<file path="src/rtl/oaf_pkg.sv">
package oaf_pkg;

    localparam int BYTE_W = 8;
    localparam int WORD_W = 2 * BYTE_W;

    typedef enum logic [2:0] {
        AM_IMM  = 3'd0,
        AM_ZP   = 3'd1,
        AM_ZPX  = 3'd2,
        AM_ZPY  = 3'd3,
        AM_ABS  = 3'd4,
        AM_ABSX = 3'd5,
        AM_ABSY = 3'd6,
        AM_REL  = 3'd7
    } amode_e;

    typedef enum logic {
        XF_IDLE = 1'b0,
        XF_LOAD = 1'b1
    } xfer_state_e;

endpackage

</file>
<file path="src/rtl/oaf_operand_regs.sv">
module oaf_operand_regs #(
    parameter int DW = 8
) (
    input  logic          clk,
    input  logic          rst,
    input  logic [DW-1:0] opnd_byte,
    input  logic          ld_first,
    input  logic          ld_second,
    output logic [DW-1:0] op_lo,
    output logic [DW-1:0] op_hi
);

    logic [DW-1:0] fill;

    always_comb begin
        fill = {DW{opnd_byte[DW-1]}};
    end

    always_ff @(posedge clk) begin
        if (rst) begin
            op_lo <= '0;
            op_hi <= '0;
        end else if (ld_first) begin
            op_lo <= opnd_byte;
            op_hi <= fill;
        end else if (ld_second) begin
            op_hi <= opnd_byte;
        end
    end

endmodule

</file>
<file path="src/rtl/oaf_addr_calc.sv">
module oaf_addr_calc
    import oaf_pkg::*;
#(
    parameter int DW = 8,
    localparam int AW = 2 * DW
) (
    input  logic [2:0]    amode,
    input  logic [DW-1:0] op_lo,
    input  logic [DW-1:0] op_hi,
    input  logic [AW-1:0] pc_cur,
    input  logic [DW-1:0] idx_x,
    input  logic [DW-1:0] idx_y,
    output logic [AW-1:0] ea_out,
    output logic [DW-1:0] imm_out,
    output logic [AW-1:0] abs_target,
    output logic [AW-1:0] rel_target
);

    amode_e        mode_q;
    logic [DW-1:0] idx_sel;
    logic [DW-1:0] zp_sum;
    logic [AW-1:0] abs_sum;
    logic [AW-1:0] opnd_word;

    always_comb begin
        mode_q    = amode_e'(amode);
        opnd_word = {op_hi, op_lo};
        idx_sel   = ((mode_q == AM_ZPY) || (mode_q == AM_ABSY)) ? idx_y : idx_x;
        zp_sum    = op_lo + idx_sel;
        abs_sum   = opnd_word + {{DW{1'b0}}, idx_sel};
        abs_target = opnd_word;
        rel_target = pc_cur + opnd_word;
    end

    always_comb begin
        imm_out = '0;
        ea_out  = '0;
        unique case (mode_q)
            AM_IMM:  imm_out = op_lo;
            AM_ZP:   ea_out  = {{DW{1'b0}}, op_lo};
            AM_ZPX,
            AM_ZPY:  ea_out  = {{DW{1'b0}}, zp_sum};
            AM_ABS:  ea_out  = opnd_word;
            AM_ABSX,
            AM_ABSY: ea_out  = abs_sum;
            AM_REL:  ea_out  = rel_target;
        endcase
    end

endmodule

</file>
<file path="src/rtl/oaf_pc_xfer.sv">
module oaf_pc_xfer
    import oaf_pkg::*;
#(
    parameter int AW = 16
) (
    input  logic          clk,
    input  logic          rst,
    input  logic          xfer_req,
    input  logic [2:0]    amode,
    input  logic [AW-1:0] abs_target,
    input  logic [AW-1:0] rel_target,
    output logic          pc_load,
    output logic [AW-1:0] pc_next
);

    xfer_state_e state_q;
    xfer_state_e state_d;
    logic        is_abs;
    logic        is_rel;
    logic        req_ok;

    always_comb begin
        is_abs = (amode_e'(amode) == AM_ABS);
        is_rel = (amode_e'(amode) == AM_REL);
        req_ok = xfer_req && (is_abs || is_rel);
    end

    // next-state logic
    always_comb begin
        state_d = state_q;
        unique case (state_q)
            XF_IDLE: state_d = req_ok ? XF_LOAD : XF_IDLE;
            XF_LOAD: state_d = req_ok ? XF_LOAD : XF_IDLE;
        endcase
    end

    // state register
    always_ff @(posedge clk) begin
        if (rst) begin
            state_q <= XF_IDLE;
        end else begin
            state_q <= state_d;
        end
    end

    // load value register, written only when a transfer is accepted
    always_ff @(posedge clk) begin
        if (rst) begin
            pc_next <= '0;
        end else if (req_ok) begin
            pc_next <= is_rel ? rel_target : abs_target;
        end
    end

    // outputs
    always_comb begin
        pc_load = (state_q == XF_LOAD);
    end

endmodule

</file>
<file path="src/rtl/opnd_addr_former.sv">
module opnd_addr_former #(
    parameter int DW = 8,
    localparam int AW = 2 * DW
) (
    input  logic          clk,
    input  logic          rst,
    input  logic [DW-1:0] opnd_byte,
    input  logic          ld_first,
    input  logic          ld_second,
    input  logic [2:0]    amode,
    input  logic          xfer_req,
    input  logic [AW-1:0] pc_cur,
    input  logic [DW-1:0] idx_x,
    input  logic [DW-1:0] idx_y,
    output logic [AW-1:0] ea_out,
    output logic [AW-1:0] pc_next,
    output logic          pc_load,
    output logic [DW-1:0] imm_out
);

    logic [DW-1:0] op_lo_q;
    logic [DW-1:0] op_hi_q;
    logic [AW-1:0] abs_target;
    logic [AW-1:0] rel_target;

    oaf_operand_regs #(.DW(DW)) u_regs (
        .clk       (clk),
        .rst       (rst),
        .opnd_byte (opnd_byte),
        .ld_first  (ld_first),
        .ld_second (ld_second),
        .op_lo     (op_lo_q),
        .op_hi     (op_hi_q)
    );

    oaf_addr_calc #(.DW(DW)) u_calc (
        .amode      (amode),
        .op_lo      (op_lo_q),
        .op_hi      (op_hi_q),
        .pc_cur     (pc_cur),
        .idx_x      (idx_x),
        .idx_y      (idx_y),
        .ea_out     (ea_out),
        .imm_out    (imm_out),
        .abs_target (abs_target),
        .rel_target (rel_target)
    );

    oaf_pc_xfer #(.AW(AW)) u_xfer (
        .clk        (clk),
        .rst        (rst),
        .xfer_req   (xfer_req),
        .amode      (amode),
        .abs_target (abs_target),
        .rel_target (rel_target),
        .pc_load    (pc_load),
        .pc_next    (pc_next)
    );

endmodule

</file>
<file path="config.mk">
export PLATFORM = sky130hd
export DESIGN_NAME = opnd_addr_former
export DESIGN_NICKNAME = d
export VERILOG_FILES = /design/src/rtl/oaf_pkg.sv /design/src/rtl/oaf_operand_regs.sv /design/src/rtl/oaf_addr_calc.sv /design/src/rtl/oaf_pc_xfer.sv /design/src/rtl/opnd_addr_former.sv
export SDC_FILE = /design/constraint.sdc
export NUM_CORES = 1
export LEC_CHECK = 0
export ABC_AREA = 1
export ABC_CLOCK_PERIOD_IN_PS = 4180
export BUFFER_PORTS_ARGS = -buffer_cell sky130_fd_sc_hd__buf_2
export CAP_MARGIN = 20
export CORE_UTILIZATION = 50
export CTS_CLUSTER_SIZE = 20
export DETAILED_ROUTE_END_ITERATION = 6
export MAX_ROUTING_LAYER = met4
export PLACE_DENSITY = 0.77
export SYNTH_ARGS = -nofsm -noshare
export SYNTH_HDL_FRONTEND = slang
export SYNTH_SLANG_ARGS = --single-unit
</file>
<file path="constraint.sdc">
create_clock -name clk -period 4.18 [get_ports clk]
set_input_delay 0.209 -clock clk [delete_from_list [all_inputs] [get_ports clk]]
set_output_delay 0.209 -clock clk [all_outputs]
set_load 0.1 [all_outputs]
</file>
### Yosys cells after proc, flatten, opt, wreduce, memory -nomap -nowiden

Index checks and enable logic that the tools add are counted.

* input bits: 48
* flip-flop bits (word level): 33

* equal/unequal tests: 7
* reductions and logical operators: 7
* multiplexer cells: 7
* $add $sub $neg: 3

Operator list (number)
* one-hot mux 16 bit (5 select lines): 1
* two-way mux 8 bit: 4
* adder 16 bit: 1
* adder 16 x 8 -> 16 bit: 1
* two-way mux 16 bit: 1
* equality test 3 bit, second input constant: 4
* adder 8 bit: 1
* equality test 3 x 2 -> 1 bit, second input constant: 2
* OR reduction 2 bit: 2
* equality test 3 x 1 -> 1 bit, second input constant: 1
* zero test 3 bit: 1
* logical OR 1 bit: 2
* nonzero test 2 bit: 1
* logical AND 1 bit: 1
* two-way mux 1 bit: 1

### Longest topological paths before layout

* depth after elaboration: 5
* gate-level depth with buffers: 15
* depth with buffers taken out: 15

### Hierarchy

A second synthesis with hierarchy kept.

* cell total of the unflattened synthesis: 671
* area, all modules: 3858.7 µm²

By module, submodules not included
* oaf_addr_calc: instances 1, cells an instance 419, sequential area each 0.0 µm², area each 2195.9 µm²
* oaf_pc_xfer: instances 1, cells an instance 167, sequential area each 340.3 µm², area each 1017.2 µm²
* oaf_operand_regs: instances 1, cells an instance 85, sequential area each 320.3 µm², area each 645.6 µm²

### Worst setup path before layout

OpenSTA, ideal clock, no wires.

* path type: input to output
* start: input port amode[1]
* end: output port ea_out[4]
* cell stages on the path: 9
* setup slack: 0.724 ns
* data arrival time: 3.247 ns
* cell sequence: nand2_2 -> o21ai_2 -> mux2_2 -> ha_1 -> inv_1 -> fa_1 -> o21ai_0 -> nor2_1 -> o211ai_1

* word-level cells in the longest chain between the ends: 5
* elaborated cells between the ends (all ways): 14

Ends and longest elaborated chain
* start: declaration: RTL line opnd_addr_former.sv:10 `input logic [2:0] amode,`
* equality test 3 x 2 -> 1 bit / equality test 3 bit (equally long branches): RTL line oaf_addr_calc.sv:28, oaf_addr_calc.sv:38
* logical OR 1 bit: RTL line oaf_addr_calc.sv:28 `idx_sel = ((mode_q == AM_ZPY) || (mode_q == AM_ABSY)) ? idx_y : idx_x;`
* two-way mux 8 bit: RTL line oaf_addr_calc.sv:28
* adder 16 x 8 -> 16 bit / adder 8 bit (equally long branches): RTL line oaf_addr_calc.sv:30, oaf_addr_calc.sv:29
* one-hot mux 16 bit (5 select lines) *: RTL line oaf_addr_calc.sv:38 `unique case (mode_q)`
* end: declaration: RTL line opnd_addr_former.sv:15 `output logic [AW-1:0] ea_out,`

Mark *: on every way between the ends. The rest lies on a longest branch, timed or not.

### Worst setup path in the final report

* start: input port amode[1]
* end: output port ea_out[10]

* word-level cells in the longest chain between the ends: 5
* elaborated cells between the ends (all ways): 13

Ends and longest elaborated chain
* equality test 3 x 2 -> 1 bit / equality test 3 bit (equally long branches): RTL line oaf_addr_calc.sv:28, oaf_addr_calc.sv:38
* logical OR 1 bit: RTL line oaf_addr_calc.sv:28
* two-way mux 8 bit: RTL line oaf_addr_calc.sv:28
* adder 16 x 8 -> 16 bit: RTL line oaf_addr_calc.sv:30 `abs_sum = opnd_word + {{DW{1'b0}}, idx_sel};`
* one-hot mux 16 bit (5 select lines) *: RTL line oaf_addr_calc.sv:38

Marked as above.

==> impl_metrics.env <==
export IMPL_grt_start_max_net_pins=32
export IMPL_num_io_pins=89
export IMPL_netlist_instances=546
export IMPL_crit_slowest_cell="o21ai_0"
export IMPL_hold_viol=0
export IMPL_hold_slack_ns=0.154
export IMPL_antenna_found_initial=0
export IMPL_cp_data_arrival_time_ns=3.30
export IMPL_cp_num_cells=15
export IMPL_clkTransAtPathRegs_ns=0.07
export IMPL_die_y_um=83.0
export IMPL_syn_area_mm2=0.00328
export IMPL_hold_buffers=0
export IMPL_worst_pin_slew_ns=0.830
export IMPL_setup_violations=0
export IMPL_power_w=0.00121
export IMPL_regToRegSetupSlack_ns=2.24
export IMPL_max_cap_viol_count=0
export IMPL_dieArea_mm2=0.00689
export IMPL_crit_required_ns=3.97
export IMPL_clkLatencyLatePin_ns=0.28
export IMPL_ant_nets=0
export IMPL_finalSetupTns_ns=0
export IMPL_synth_warning_count=0
export IMPL_gp_congestion=0.940
export IMPL_clockBufferDepth=2
export IMPL_cts_root_buf="clkbuf_8"
export IMPL_grt_pass1_wl_mm=15.9
export IMPL_final_min_clock_period_ns=3.51
export IMPL_final_nets=703
export IMPL_htreeDepth=2
export IMPL_synth_distinct_cells=34
export IMPL_final_cells=707
export IMPL_hp_class="input port to register"
export IMPL_vias=3717
export IMPL_p_per_area_mw_per_mm2=315
export IMPL_critical_path_class="input port to output port"
export IMPL_p_leak_nw=2.16
export IMPL_r2r_start="u_regs.op_lo[0]$_SDFFE_PP0P_"
export IMPL_finClkSkew_ns=0.00195
export IMPL_status="completed"
export IMPL_cts_sinks=33
export IMPL_cts_resized=0
export IMPL_layout_commonest_cell="nand2_1"
export IMPL_tritoncts="built"
export IMPL_drcViolationCount=0
export IMPL_synth_area_leaders="dfxtp_1 (20%), nand2_1 (18%), inv_1 (9.5%), ha_1 (9.2%), nand3_1 (8.2%)"
export IMPL_dp_hpwl_mm=7.93
export IMPL_yosysTopAreaCell="dfxtp_1"
export IMPL_fmax_mhz=285
export IMPL_drive_above_1_share_pct=20.3
export IMPL_path_cells="buf_2, nand2_2, o21ai_2, mux2_2, ha_1, inv_1, fa_1, o21ai_0, nand3_1, nand2_1, nand2_1, nand2_1, nand3_1, nand3_1, buf_2"
export IMPL_rows=29
export IMPL_crit_path_end="ea_out[10]"
export IMPL_io_buffer_count=88
export IMPL_worst_path_max_fanout=9
export IMPL_synth_seq_cells=33
export IMPL_cp_end_kind="output port"
export IMPL_relSlewSlack_pct=44.3
export IMPL_crit_buf_inv=3
export IMPL_reg2regPathDepth=8
export IMPL_slew_viol_final=0
export IMPL_dp_cells=699
export IMPL_critPathMaxStageDelay_ns=0.55
export IMPL_rsz0062_at_grt="no"
export IMPL_wl_mm=9.76
export IMPL_ys_seq_area_share_pct=20.1
export IMPL_synth_fp_nets=620
export IMPL_initial_utilization_pct=51.6
export IMPL_wl_per_cell_um=13.8
export IMPL_crit_path_start_kind="input port"
export IMPL_reg2reg_to="u_xfer.pc_next[8]$_SDFFE_PP0P_"
export IMPL_critPathTopFamily="compound AO/OA/AOI/OAI gates"
export IMPL_cts_setup_buffers=0
export IMPL_avgSynthCellArea_um2=6.01
export IMPL_grt_ovfl_total=0
export IMPL_final_cell_mix="nand2_1 (155), buf_2 (88), inv_1 (83), nand3_1 (54), a21oi_1 (41)"
export IMPL_setup_worst_path_start="amode[1]"
export IMPL_syn_to_final_growth_pct=17.5
export IMPL_ir_drop_v=0.000172
export IMPL_die_x_um=83.0
export IMPL_synth_top_area_share_pct=20.1
export IMPL_cts_buffers=5
export IMPL_grt_pass1_vias=3377
export IMPL_first_iter_violations=247
export IMPL_track_usage_pct=29.2
export IMPL_fin_crit_sh_pct=84.0
export IMPL_post_drt_via_cell_ratio=5.26
export IMPL_num_antenna_cells=0
export IMPL_drt_pass1_iterations=4
export IMPL_core_area_mm2=0.00635
==> report_power, final <==
part	leakage, nW	internal (W)	switching (W)
Sequential	0.272	0.000334	0.0000279
Clock	0.0542	0.000149	0.000116
Combinational	1.84	0.000139	0.000445
==> routing by layer <==
metal,GRT usage [%],routed length [µm],up-vias,part of all wire (%)
met5,-,0,-,0
met4,6.58,56,0,0.57
met3,3.58,531,5,5.4
met2,48.8,4690,107,48
met1,37.8,4490,1657,46
li1,-,-,1948,-
==> final cells by class <==
class / count / area [µm²]
inverters: 89 / 337
fillers: 643 / 2500
repair buffers: 88 / 440
flip-flops and latches: 33 / 661
well taps: 77 / 96.3
clock inverters: 1 / 5.00
clock buffers: 7 / 96.3
multi-input cells: 412 / 2220
==> worst min path at each step <==
stage / start / endpoint / slack (ns) / cells past startpoint
final: rst / u_regs.op_lo[7]$_SDFFE_PP0P_ / 0.15 / 2
after detailed placement: rst / u_regs.op_lo[7]$_SDFFE_PP0P_ / 0.44 / 2
after global routing: rst / u_regs.op_lo[7]$_SDFFE_PP0P_ / 0.15 / 2
after CTS: rst / u_regs.op_lo[7]$_SDFFE_PP0P_ / 0.14 / 2
after floorplan: rst / u_regs.op_lo[7]$_SDFFE_PP0P_ / 0.28 / 1
after global placement: rst / u_regs.op_lo[7]$_SDFFE_PP0P_ / 0.43 / 2
==> sequential cells by signal, summed over array words and instances (netlist names) <==
signal          count
u_regs.op_hi        8
u_regs.op_lo        8
u_xfer.pc_load      1
u_xfer.pc_next     16
==> synth_stat cells <==
library cell / count
buf_2: 4
a21oi_2: 10
o21ai_0: 40
nand4_1: 3
clkinv_1: 1
dfxtp_1: 33
nor2_2: 2
nand2_2: 2
clkbuf_1: 6
inv_2: 4
inv_4: 1
and3_1: 1
o21ai_2: 1
nor2_1: 35
ha_1: 24
nor3_4: 1
o221ai_1: 3
xnor2_1: 1
a21o_1: 1
nor3_1: 5
o211ai_1: 9
a31oi_1: 3
inv_1: 83
nand3_1: 54
buf_6: 2
or2_2: 3
mux2_2: 7
o21ai_1: 1
fa_1: 2
a21oi_1: 41
xor2_1: 4
nand3b_1: 3
nand2_1: 155
a21boi_2: 1
==> per-stage QoR <==
| step | instance area, µm² | setup slack (ns) | utilization [%] |
|---|---|---|---|
| after floorplan | 3280 | 0.724 | - |
| after CTS | 3850 | 0.726 | 60.7 |
| after detailed placement | 3750 | 0.739 | 59.1 |
| final | 3850 | 0.670 | 60.7 |
| after global placement | 3750 | 0.785 | 59.1 |
| after global routing | 3850 | 0.402 | 60.7 |
==> logic make-up after synthesis <==
group	share of synthesized area (%)
fa+ha+maj	10.4
simple gates	34.0
mux	2.40
flops	20.1
compound gates	19.5
buf+inv	12.2
xor+xnor	1.34
Note: power is estimated with default switching activity, not from simulation.
